## config.mk

```make
export PLATFORM = sky130hd
export DESIGN_NAME = prio_irq_ctrl
export DESIGN_NICKNAME = d
export VERILOG_FILES = /design/src/rtl/irq_pkg.sv /design/src/rtl/irq_ext_detect.sv /design/src/rtl/irq_pick.sv /design/src/rtl/irq_nest.sv /design/src/rtl/prio_irq_ctrl.sv
export SDC_FILE = /design/constraint.sdc
export NUM_CORES = 1
export LEC_CHECK = 0
export BUFFER_PORTS_ARGS = -buffer_cell sky130_fd_sc_hd__buf_2
export CAP_MARGIN = 20
export CORE_ASPECT_RATIO = 1.4
export CORE_MARGIN = 8
export CORE_UTILIZATION = 30
export DETAILED_ROUTE_END_ITERATION = 10
export REMOVE_ABC_BUFFERS = 1
export SLEW_MARGIN = 20
export SYNTH_ARGS = -nofsm -noshare
export SYNTH_HDL_FRONTEND = slang
export SYNTH_SLANG_ARGS = --single-unit
```

## constraint.sdc

```tcl
create_clock -name clk -period 1.5 [get_ports clk]
set_input_delay 0.075 -clock clk [delete_from_list [all_inputs] [get_ports clk]]
set_output_delay 0.075 -clock clk [all_outputs]
set_load 0.05 [all_outputs]
```

## src/rtl/irq_pkg.sv

```systemverilog
package irq_pkg;
  localparam int NUM_SRC = 5;
  localparam int IDX_W   = 3;
  localparam int CFG_W   = 8;
  localparam int MASTER_BIT = 7;

  typedef enum logic [1:0] {
    LVL_IDLE = 2'b00,
    LVL_LOW  = 2'b01,
    LVL_HIGH = 2'b11
  } isr_lvl_e;

  typedef enum logic [1:0] {
    SEL_ENABLE  = 2'd0,
    SEL_PRIO    = 2'd1,
    SEL_TRIGGER = 2'd2
  } cfg_sel_e;
endpackage

```

## src/rtl/irq_ext_detect.sv

```systemverilog
module irq_ext_detect #(
  parameter int NUM_EXT = 2
) (
  input  logic               clk,
  input  logic               rst,
  input  logic               tick,
  input  logic [NUM_EXT-1:0] pin_n,
  input  logic [NUM_EXT-1:0] edge_mode,
  input  logic [NUM_EXT-1:0] clr,
  output logic [NUM_EXT-1:0] req
);
  logic [NUM_EXT-1:0] pin_s;
  logic [NUM_EXT-1:0] edge_q;

  for (genvar g = 0; g < NUM_EXT; g++) begin : g_pin
    always_ff @(posedge clk) begin
      if (rst) begin
        pin_s[g]  <= 1'b1;
        edge_q[g] <= 1'b0;
      end else begin
        if (tick) pin_s[g] <= pin_n[g];
        if (!edge_mode[g])
          edge_q[g] <= 1'b0;
        else if (tick && pin_s[g] && !pin_n[g])
          edge_q[g] <= 1'b1;
        else if (clr[g])
          edge_q[g] <= 1'b0;
      end
    end
    assign req[g] = edge_mode[g] ? edge_q[g] : ~pin_s[g];
  end
endmodule

```

## src/rtl/irq_pick.sv

```systemverilog
module irq_pick
  import irq_pkg::*;
#(
  parameter int N = NUM_SRC,
  parameter int W = IDX_W
) (
  input  logic [N-1:0] src,
  input  logic [N-1:0] mask,
  input  logic [N-1:0] pri,
  input  logic [1:0]   level,
  output logic         any,
  output logic [W-1:0] win
);
  logic [N-1:0] elig;
  logic         hi_any, lo_any;
  logic [W-1:0] hi_idx, lo_idx;

  for (genvar g = 0; g < N; g++) begin : g_elig
    always_comb begin
      unique case (level)
        LVL_IDLE: elig[g] = src[g] & mask[g];
        LVL_LOW:  elig[g] = src[g] & mask[g] & pri[g];
        default:  elig[g] = 1'b0;
      endcase
    end
  end

  always_comb begin
    hi_any = 1'b0;
    lo_any = 1'b0;
    hi_idx = '0;
    lo_idx = '0;
    for (int i = N - 1; i >= 0; i--) begin
      if (elig[i] && pri[i]) begin
        hi_any = 1'b1;
        hi_idx = W'(i);
      end
      if (elig[i] && !pri[i]) begin
        lo_any = 1'b1;
        lo_idx = W'(i);
      end
    end
    any = hi_any | lo_any;
    win = hi_any ? hi_idx : lo_idx;
  end
endmodule

```

## src/rtl/irq_nest.sv

```systemverilog
module irq_nest
  import irq_pkg::*;
#(
  parameter int DEPTH = 2
) (
  input  logic       clk,
  input  logic       rst,
  input  logic       push,
  input  logic [1:0] push_lvl,
  input  logic       pop,
  output logic [1:0] level
);
  localparam int SP_W    = $clog2(DEPTH + 1);
  localparam int SLOTS   = 1 << SP_W;

  logic [1:0]      stack_q [SLOTS];
  logic [SP_W-1:0] sp_q;
  logic [1:0]      level_q;

  always_ff @(posedge clk) begin
    if (rst) begin
      sp_q    <= '0;
      level_q <= LVL_IDLE;
      for (int i = 0; i < SLOTS; i++) stack_q[i] <= LVL_IDLE;
    end else if (pop) begin
      if (sp_q != '0) begin
        level_q <= stack_q[sp_q - 1'b1];
        sp_q    <= sp_q - 1'b1;
      end
    end else if (push && (int'(sp_q) < DEPTH)) begin
      stack_q[sp_q] <= level_q;
      sp_q          <= sp_q + 1'b1;
      level_q       <= push_lvl;
    end
  end

  assign level = level_q;
endmodule

```

## src/rtl/prio_irq_ctrl.sv

```systemverilog
module prio_irq_ctrl
  import irq_pkg::*;
#(
  parameter int NEST_DEPTH = 2
) (
  input  logic             clk,
  input  logic             rst,
  input  logic             cyc_tick,
  input  logic             cfg_we,
  input  logic [1:0]       cfg_sel,
  input  logic [CFG_W-1:0] cfg_wdata,
  input  logic [1:0]       ext_n,
  input  logic [1:0]       tmr_ovf,
  input  logic             ser_tx_done,
  input  logic             ser_rx_done,
  input  logic             irq_ack,
  input  logic             irq_ret,
  output logic             irq_req,
  output logic [IDX_W-1:0] irq_idx,
  output logic [1:0]       isr_level
);
  logic [CFG_W-1:0]   en_q, pri_q, trig_q;
  logic [1:0]         ext_req, ext_clr, edge_mode;
  logic [NUM_SRC-1:0] src, mask;
  logic               any;
  logic [IDX_W-1:0]   win;
  logic               req_q;
  logic [IDX_W-1:0]   idx_q;
  logic               ack_ok;
  logic [1:0]         lvl;

  always_ff @(posedge clk) begin
    if (rst) begin
      en_q   <= '0;
      pri_q  <= '0;
      trig_q <= '0;
    end else if (cfg_we) begin
      case (cfg_sel)
        SEL_ENABLE:  en_q   <= cfg_wdata;
        SEL_PRIO:    pri_q  <= cfg_wdata;
        SEL_TRIGGER: trig_q <= cfg_wdata;
        default: ;
      endcase
    end
  end

  assign ack_ok    = irq_ack & req_q & ~irq_ret;
  assign edge_mode = {trig_q[2], trig_q[0]};
  assign ext_clr   = {ack_ok && (idx_q == IDX_W'(2)), ack_ok && (idx_q == IDX_W'(0))};

  irq_ext_detect #(.NUM_EXT(2)) u_ext (
    .clk(clk), .rst(rst), .tick(cyc_tick), .pin_n(ext_n),
    .edge_mode(edge_mode), .clr(ext_clr), .req(ext_req)
  );

  assign src  = {ser_tx_done | ser_rx_done, tmr_ovf[1], ext_req[1], tmr_ovf[0], ext_req[0]};
  assign mask = en_q[MASTER_BIT] ? en_q[NUM_SRC-1:0] : '0;

  irq_pick #(.N(NUM_SRC), .W(IDX_W)) u_pick (
    .src(src), .mask(mask), .pri(pri_q[NUM_SRC-1:0]), .level(lvl),
    .any(any), .win(win)
  );

  always_ff @(posedge clk) begin
    if (rst) begin
      req_q <= 1'b0;
      idx_q <= '0;
    end else begin
      req_q <= any & ~ack_ok;
      idx_q <= win;
    end
  end

  irq_nest #(.DEPTH(NEST_DEPTH)) u_nest (
    .clk(clk), .rst(rst), .push(ack_ok),
    .push_lvl(pri_q[idx_q] ? LVL_HIGH : LVL_LOW),
    .pop(irq_ret), .level(lvl)
  );

  assign irq_req   = req_q;
  assign irq_idx   = idx_q;
  assign isr_level = lvl;
endmodule

```

=== Word-level counts from Yosys, hierarchy flattened ===
Memory sizes are Yosys's and may differ from the RTL's.
Index checks and enable logic that the tools add are counted.

* Order comparisons: 2
* Reductions and logical operators: 38
* Multiplexer cells: 51
* Multipliers: 0
* Div/mod/pow operators: 0
* Bitwise operators: 21
* Equality and inequality tests: 5
* Add/sub/neg operators: 2
* Shift-type cells: 0

{| class="wikitable"
|+ Operator list
! kind !! number
|-
| 3-bit two-way mux || 11
|-
| 1-bit two-way mux || 24
|-
| 2-bit two-way mux || 9
|-
| 1-bit logical AND || 17
|-
| 1-bit bitwise AND || 13
|-
| 1-bit case mux with 2 select lines || 5
|-
| 2-bit AND reduction || 4
|-
| 2-bit nonzero test || 4
|-
| 1-bit logical NOT || 7
|-
| 1-bit NOT || 6
|-
| 2-bit OR reduction || 3
|-
| 5-bit two-way mux || 1
|-
| 2-bit by 1-bit equality test with 1-bit output, second input constant || 2
|-
| 2-bit logical NOT || 2
|-
| 3-bit by 4-bit less-than comparator with 1-bit output, second input constant || 1
|-
| 1-bit binary-select mux with 3-bit select || 1
|-
| 3-bit by 2-bit equality test with 1-bit output, second input constant || 1
|-
| 3-bit logical NOT || 1
|-
| 2-bit by 1-bit adder with 2-bit output, second input constant || 1
|-
| 2-bit equality test, second input constant || 1
|-
| 2-bit less-than comparator, second input constant || 1
|-
| 2-bit by 1-bit != test with 1-bit output, second input constant || 1
|-
| 1-bit OR || 2
|-
| 2-bit by 1-bit subtractor with 2-bit output, second input constant || 1
|}

* Memories: 1
* Output and inout port bits: 6
* Bits in latches: 0
* Memory bits (writable): 8
* ROM bits: 0
* Flip-flop bits (word level): 31
* Word-level logic and storage cells: 131
* Bits of input ports: 22

{| class="wikitable"
|+ Memory list
! memory !! words !! bits a word !! rd ports !! clocked after memory_dff !! wr ports !! line !! source
|-
| u_nest.stack_q || 4 || 2 || 1 || 0 || 4 || irq_nest.sv:16 || <nowiki>logic [1:0] stack_q [SLOTS];</nowiki>
|}

=== Logic depth before layout (Yosys ltp) ===
Gate-level depths: netlist of run 1.

* Depth in word-level cells: 12
* Mapped depth: 7
* Mapped depth without buffers: 6

=== By module ===
Synthesis of run 1 repeated with hierarchy kept, for this count alone.

* Cells, all modules: 186
* Area, all modules: 1848.0 µm²

{| class="wikitable"
|+ By module, submodules not included
! module !! area each (µm²) !! cells each !! times used
|-
| prio_irq_ctrl || 827.0 || 77 || 1
|-
| irq_nest || 615.6 || 57 || 1
|-
| irq_pick || 216.5 || 32 || 1
|-
| irq_ext_detect || 188.9 || 20 || 1
|}

=== Worst setup path after synthesis of run 1 ===
Ideal clock, no wire load.

* Kind: register to register
* Start point: reg u_nest.level_q[1], in the netlist u_nest.level[1]
* End point: reg req_q, in the netlist irq_req
* Period minus slack after synthesis: 1.747 ns
* Setup slack: -0.247 ns
* Library setup time: 0.125 ns
* Cell stages (with the launch flop): 5
* Data arrival time: 1.622 ns
* Cell sequence: dfxtp_1 -> nor2b_1 -> and3_1 -> o21bai_1 -> o41a_1

* Word-level cells in the longest chain between the ends: 10
* Elaborated cells on any way between the ends: 29
* Those cells by class: eq/ne (1); mux (15); bitwise (2); reduce/logical (11)

{| class="wikitable"
|+ Ends and longest elaborated chain
! what !! line !! source
|-
| start: declaration || irq_nest.sv:18 || <nowiki>logic [1:0] level_q;</nowiki>
|-
| start signal: assignment || irq_nest.sv:27 || <nowiki>level_q <= stack_q[sp_q - 1'b1];</nowiki>
|-
| start signal: assignment || irq_nest.sv:33 || <nowiki>level_q <= push_lvl;</nowiki>
|-
| 2-bit by 1-bit equality test with 1-bit output or 2-bit logical NOT (tied branches) || irq_pick.sv:20 || <nowiki>unique case (level)</nowiki>
|-
| 1-bit case mux with 2 select lines || irq_pick.sv:20 ||
|-
| 1-bit logical AND, on equally long branches || irq_pick.sv:34, irq_pick.sv:38 ||
|-
| 1-bit two-way mux, on equally long branches (5 in series) || irq_pick.sv:34, irq_pick.sv:38 ||
|-
| 1-bit OR * || irq_pick.sv:43 || <nowiki>any = hi_any | lo_any;</nowiki>
|-
| 1-bit bitwise AND * || prio_irq_ctrl.sv:69 || <nowiki>req_q <= any & ~ack_ok;</nowiki>
|-
| end signal: assignment || prio_irq_ctrl.sv:69 ||
|-
| end: declaration || prio_irq_ctrl.sv:27 || <nowiki>logic req_q;</nowiki>
|}

Every way passes the cells marked *; elsewhere a longest branch is shown, timed or not.
A chain may end at the register's enable or synchronous reset.

=== Final worst setup path of run 1 ===
* Start point: reg trig_q[2]
* End point: reg req_q, in the netlist irq_req

* Word-level cells in the longest chain between the ends: 10
* Elaborated cells on any way between the ends: 14
* Those cells by class: mux (8); bitwise (4); reduce/logical (2)

{| class="wikitable"
|+ Ends and longest elaborated chain
! what !! line !! source
|-
| start: declaration || prio_irq_ctrl.sv:22 || <nowiki>logic [CFG_W-1:0] en_q, pri_q, trig_q;</nowiki>
|-
| start signal: assignment || prio_irq_ctrl.sv:41 || <nowiki>SEL_TRIGGER: trig_q <= cfg_wdata;</nowiki>
|-
| 1-bit two-way mux * || irq_ext_detect.sv:30 || <nowiki>assign req[g] = edge_mode[g] ? edge_q[g] : ~pin_s[g];</nowiki>
|-
| 1-bit bitwise AND * || irq_pick.sv:21, irq_pick.sv:22 ||
|-
| 1-bit bitwise AND || irq_pick.sv:22 || <nowiki>LVL_LOW: elig[g] = src[g] & mask[g] & pri[g];</nowiki>
|-
| 1-bit case mux with 2 select lines * || irq_pick.sv:20 ||
|-
| 1-bit logical AND, on equally long branches || irq_pick.sv:34, irq_pick.sv:38 ||
|-
| 1-bit two-way mux, on equally long branches (3 in series) || irq_pick.sv:34, irq_pick.sv:38 ||
|-
| 1-bit OR * || irq_pick.sv:43 ||
|-
| 1-bit bitwise AND * || prio_irq_ctrl.sv:69 ||
|}

Marks and branches as above.

==> impl_metrics.tcl, run 1 <==
set metrics [dict create \
    rsz0062_at_grt "true" \
    yosys.area_share.adder_pct 0.698 \
    synth-edff-count 8 \
    path_max_fanout 6 \
    grt_pass1_vias 1503 \
    gp_congestion 0.838 \
    synth-compound-area-share_pct 14.6 \
    powerDensity_nw_per_um2 934 \
    drt_iter0_drc 94 \
    wl_per_cell_um 15.3 \
    dpl_cell_area_um2 2060 \
    grt-ovfl-total 0 \
    viasPerCell 5.14 \
    timing_worst_setup_path_type "flip-flop to flip-flop" \
    yosys.area_share.simple_pct 23.0 \
    yosys_warnings 0 \
    async_flop_share_pct 0 \
    synth.ff_latch_count 36 \
    diodes 0 \
    ys.flop_type "dfxtp_1" \
    synth_top_family_by_area "simple AND/OR/NAND/NOR gates" \
    rows 33 \
    worst_ep_required_time_ps 1670 \
    antenna_found_initial 0 \
    worstPathArrival_ps 1640 \
    cap_violations 0 \
    clkPwrFrac_pct 31.9 \
    ys_types 51 \
    grt_max_degree 18 \
    design.core.area_um2 5820 \
    place_ws_ps 23.0 \
    p_seq_share_pct 52.9 \
    min_period_ps 1470 \
    grt_pass1_wl_um 7090 \
    p_int_mw 1.50 \
    fp.dieH_um 107 \
    wirelength_um 4400 \
    status "finished clean" \
    ff2ff_setup_slack_ps 30 \
    min_period_over_period_pct 98.1 \
    grt_usage_pct 10.5 \
    clock.fmax_ghz 0.680 \
    drive_gt1_share_pct 25.3 \
    dpl.cell_count 278 \
    io_buffers 27 \
    setup-violations-final 0 \
    numClockSinks 36 \
    pwr-share-comb_pct 15.2 \
    via_count 1475 \
    die-area_um2 8740 \
    ant_nets 0 \
    cts_root_buf "clkbuf_8" \
    dp_hpwl_um 3410 \
    pin_count 28 \
    slew_viol_final 0 \
    ys_top_cells_by_area "dfxtp_1, edfxtp_1, mux2i_1" \
    cts_tree "done" \
    cts.reportedPaths.clkPinSlew_ps 70 \
    switchingPower_mw 0.522 \
    clock_latency_ps 280 \
    start_util_pct 30.8 \
    synthXorXnorAreaFrac_pct 0.489 \
    cp_cell_sequence "and2b_2 > nor4_2 > or2_1 > o41a_1" \
    syn2layout_area_growth_pct 20.7 \
    cts_max_level 2 \
    slowest_delay_ps 440 \
    cp-end-kind "flip-flop" \
    cts_hold_buf 0 \
    vdd_drop_max_uv 324 \
    syn_area_um2 1790 \
    yosys-mux-area-fraction_pct 13.8 \
    syn_avg_cell_area_um2 10.1 \
    yosysTopAreaCellShare_pct 31.3 \
    dr.pass1.iters 4 \
    synth_most_common_cell "nor2_1" \
    yosysTopAreaCell "dfxtp_1" \
    fin_total_pwr_mw 2.02 \
    cts_buffers 5 \
    synth-seq-area-share_pct 44.7 \
    crit_path_start_kind "flip-flop" \
    stdcell_count 287 \
    leakagePower_nw 0.894 \
    cts_buffer_depth 2 \
    hold_slack_ps 12.3 \
    finClkSkew_ps 2.03 \
    drcViolationCount 0 \
    hp-class "input pin to flip-flop" \
    cp_slowest_cell "o41a_1" \
    setup_slack_ps 29.1 \
    synth_cells 178 \
    hold_viol 0 \
    die_x_um 81.3 \
    final_area_um2 2160 \
    synthTopCellsByCount "nor2_1, dfxtp_1, mux2i_1" \
    nets 239 \
    switching_share_pct 25.9 \
]
metrics by stage:
stage | util [%] | TNS, ps
CTS | 36.7 | 0
detailed placement | 35.3 | 0
global route | 37.2 | -15.4
floorplan | - | -525
global placement | 35.3 | 0
finish | 37.2 | 0
repair_timing:
action / 4_1_cts / 5_1_grt
endpoints found under the setup margin: 0 / 3
buffers inserted: 0 / 1
resized for setup: 0 / 7
registers in the layout (all words and copies together), names as in the netlist:
name,count
en_q,6
irq_idx,3
irq_req,1
pri_q,8
trig_q,2
u_ext.edge_q,2
u_ext.pin_s,2
u_nest.level,2
u_nest.sp_q,2
u_nest.stack_q,8
layer usage:
layer / GRT usage (%) / share of wire, % / up-vias
li1: - / - / 734
met1: 10.6 / 39 / 704
met2: 18.7 / 53 / 30
met3: 2.34 / 5.0 / 7
met4: 6.41 / 2.6 / 0
met5: 0 / 0 / -
path summary, 6_finish.rpt:
check | endpoint | start | depth (start not counted)
min reg2reg | pri_q[6]$_SDFFE_PP0P_ | pri_q[6]$_SDFFE_PP0P_ | 2
max | irq_req$_SDFF_PP0_ | trig_q[2]$_SDFFE_PP0P_ | 4
max reg2reg | irq_req$_SDFF_PP0_ | trig_q[2]$_SDFFE_PP0P_ | 4
min | u_ext.pin_s[1]$_SDFFE_PP1P_ | ext_n[1] | 2
worst max-delay path: cells and delay by family (launching register included):
kind | cells | cell delay [ps]
AOI/OAI and AO/OA | 1 | 440
DFF | 1 | 340
and+or+nand+nor | 3 | 580
cell type report:
class	instances	area, um^2
clock buffers	7	76.3
inverters	4	15.0
flip-flops and latches	36	803
repair buffers	37	210
multi-input cells	132	967
well taps	70	87.6
fillers	590	3660
clock inverters	1	3.75
power groups by stage:
| stage | sequential (mW) | clock, mW | combinational (mW) |
|---|---|---|---|
| 2_1_floorplan | 1.11 | 0 | 0.147 |
| 3_3_place_gp | 1.09 | 0 | 0.301 |
| 3_5_place_dp | 1.09 | 0 | 0.302 |
| 4_1_cts | 1.07 | 0.661 | 0.304 |
| 5_1_grt | 1.07 | 0.696 | 0.338 |
| 6_report | 1.07 | 0.644 | 0.307 |
cell usage in the layout, fill, tap and decap left out, types with 2 or more instances in the layout:
master,synthesis,layout
clkbuf_8,0,5
a311oi_1,2,2
buf_4,0,10
a21oi_1,4,4
mux4_2,3,3
nor2_1,30,30
and2b_2,0,2
and3b_1,2,2
dfxtp_2,0,2
dfxtp_1,28,26
clkbuf_1,4,2
nand2_1,7,7
nor3b_1,2,2
o21a_1,2,2
o31a_1,2,2
and2_1,2,2
buf_2,2,27
conb_1,1,2
nand3b_1,4,4
a41oi_1,2,2
mux2i_1,18,18
edfxtp_1,8,8
o21bai_1,4,4
inv_1,4,4
o211ai_1,3,3
nand2b_1,4,4
o2111ai_1,2,2
nor2b_1,6,5
and3_1,4,4
cell families (layout without fill, tap and decap cells):
family / Yosys count / count (layout)
AOI/OAI and AO/OA: 32 / 32
xor gates and xnor gates: 1 / 1
adders and majority gates: 1 / 1
buffers and inverters: 11 / 49
DFF: 36 / 36
muxes: 21 / 21
other: 1 / 2
and+or+nand+nor: 75 / 75
No activity file was read; power rests on OpenSTA's default activity.
==> run 2: changes to the inputs <==
- ABC_AREA: default -> 1
- CORE_ASPECT_RATIO: 1.4 -> default
- CORE_UTILIZATION: 30 -> 45
- PLACE_DENSITY: default -> 0.68
==> impl_metrics.tcl, run 2 <==
set metrics [dict create \
    start_util_pct 47.2 \
    rsz0062_at_grt "false" \
    ys_top_cells_by_area "dfxtp_1, edfxtp_1, nor2_1" \
    cts_root_buf "clkbuf_8" \
    grt_pass1_vias 1572 \
    antenna_found_initial 0 \
    status "finished clean" \
    nets 301 \
    wl_per_cell_um 11.9 \
    clock.fmax_ghz 0.746 \
    diodes 0 \
    ant_nets 0 \
    synth-edff-count 8 \
    timing_worst_setup_path_type "flip-flop to flip-flop" \
    layout_common_cells "nor2_1, nand2_1, dfxtp_1, buf_2, inv_1" \
    cts_buffers 5 \
    rows 22 \
    path_max_fanout 4 \
    cts_setup_buffers 0 \
    min_period_ps 1340 \
    syn2layout_area_growth_pct 16.1 \
    leakagePower_nw 0.932 \
    syn_avg_cell_area_um2 7.04 \
    final_common_cell "nor2_1" \
    io_buffers 27 \
    place_ws_ps 121 \
    pin_count 28 \
    grt_pass1_wl_um 6810 \
    async_flop_share_pct 0 \
    vdd_drop_max_uv 463 \
    ys_types 24 \
    setup_slack_ps 160 \
    hold_slack_ps 17.1 \
    die_x_um 78.2 \
    fp.dieH_um 78.2 \
    hp-class "input pin to flip-flop" \
    design.core.area_um2 3690 \
    cts_hold_buf 0 \
    min_period_over_period_pct 89.3 \
    reg_top3 "pri_q x8, u_nest.stack_q x8, en_q x6" \
    yosys_warnings 0 \
    cts_tree "done" \
    synth.ff_latch_count 36 \
    dr.pass1.iters 4 \
    synth-seq-area-share_pct 46.0 \
    wirelength_um 3880 \
    via_count 1577 \
    numClockSinks 36 \
    synth_cells 247 \
    drive_gt1_share_pct 20.1 \
    fin_util_pct 54.7 \
    grt-ovfl-total 0 \
    synthTopCellsByCount "nor2_1, nand2_1, dfxtp_1" \
    die-area_um2 6110 \
    yosysTopAreaCellShare_pct 32.2 \
    hold_viol 0 \
    yosysTopAreaCell "dfxtp_1" \
    dp_hpwl_um 3000 \
    synth_most_common_cell "nor2_1" \
    ys.flop_type "dfxtp_1" \
    finClkSkew_ps 2.78 \
    cts_max_level 2 \
    grt_usage_pct 13.6 \
    crit_path_start_kind "flip-flop" \
    dpl.cell_count 319 \
    gp_congestion 0.886 \
    slew_viol_final 0 \
    clock_latency_ps 290 \
    powerDensity_nw_per_um2 932 \
    syn_area_um2 1740 \
    cp-end-kind "flip-flop" \
    grt_max_degree 17 \
    stdcell_count 327 \
    setup-violations-final 0 \
    cap_violations 0 \
    cts.reportedPaths.clkPinSlew_ps 70 \
    drt_iter0_drc 93 \
    viasPerCell 4.82 \
    worst_ep_required_time_ps 1720 \
    drcViolationCount 0 \
    cts_buffer_depth 2 \
    worstPathArrival_ps 1560 \
]
==> run 2: repair_timing <==
item	in CTS	in global routing
setup endpoints to repair	0	2
endpoints found under the hold margin	0	0
resized for setup	0	1
==> run 2: through the flow <==
step | TNS [ps] | total power [mW] | cell area, um^2
6_report | 0 | 1.88 | 2020
5_1_grt | 0 | 1.96 | 2020
4_1_cts | 0 | 1.91 | 2020
3_5_place_dp | 0 | 1.25 | 1940
3_3_place_gp | 0 | 1.25 | 1940
2_1_floorplan | -193 | 1.17 | 1710
==> run 2: routing by layer <==
| layer | track usage [%] | wire [um] |
|---|---|---|
| met1 | 15.9 | 1760 |
| met2 | 22.5 | 1850 |
| met3 | 3.99 | 189 |
| met4 | 6.11 | 74 |
| met5 | 0 | 0 |
==> run 2: kinds of logic after synthesis <==
group / share of synthesized area, %
other: 0.216
AO/OA/AOI/OAI: 17.7
buffers and inverters: 10.4
adder cells (fa/ha/maj): 0.719
flip-flops: 46.0
AND/OR/NAND/NOR: 25.0
==> run 2: area by class of cell <==
class	instances	area, um^2
repair buffers	31	165
clock inverters	1	3.75
flip-flops and latches	36	802
multi-input cells	164	762
fillers	399	1670
clock buffers	7	76.3
well taps	48	60.1
inverters	40	150
==> run 2: worst paths after layout <==
check | start | to | slack (ps) | depth (start not counted)
hold reg to reg | pri_q[5]$_SDFFE_PP0P_ | pri_q[5]$_SDFFE_PP0P_ | 460 | 2
setup / recovery | u_nest.sp_q[1]$_SDFFE_PP0P_ | u_nest.level[0]$_SDFFE_PP0P_ | 160 | 6
setup reg to reg | u_nest.sp_q[1]$_SDFFE_PP0P_ | u_nest.level[0]$_SDFFE_PP0P_ | 160 | 6
hold / removal | cfg_wdata[6] | pri_q[6]$_SDFFE_PP0P_ | 20 | 3
==> run 2: critical path: stages (launching register included) <==
cell and delay [ps]:
dfxtp_1 360, inv_1 50, ha_1 320, inv_1 110, o21ai_0 90, o22a_1 190
a21oi_1 150
==> run 2: power breakdown <==
part | switching, mW | leakage [nW] | internal, mW | total [mW]
clock | 0.333 | 0.0399 | 0.323 | 0.656
combinational | 0.108 | 0.582 | 0.0662 | 0.174
sequential | 0.0236 | 0.310 | 1.03 | 1.05
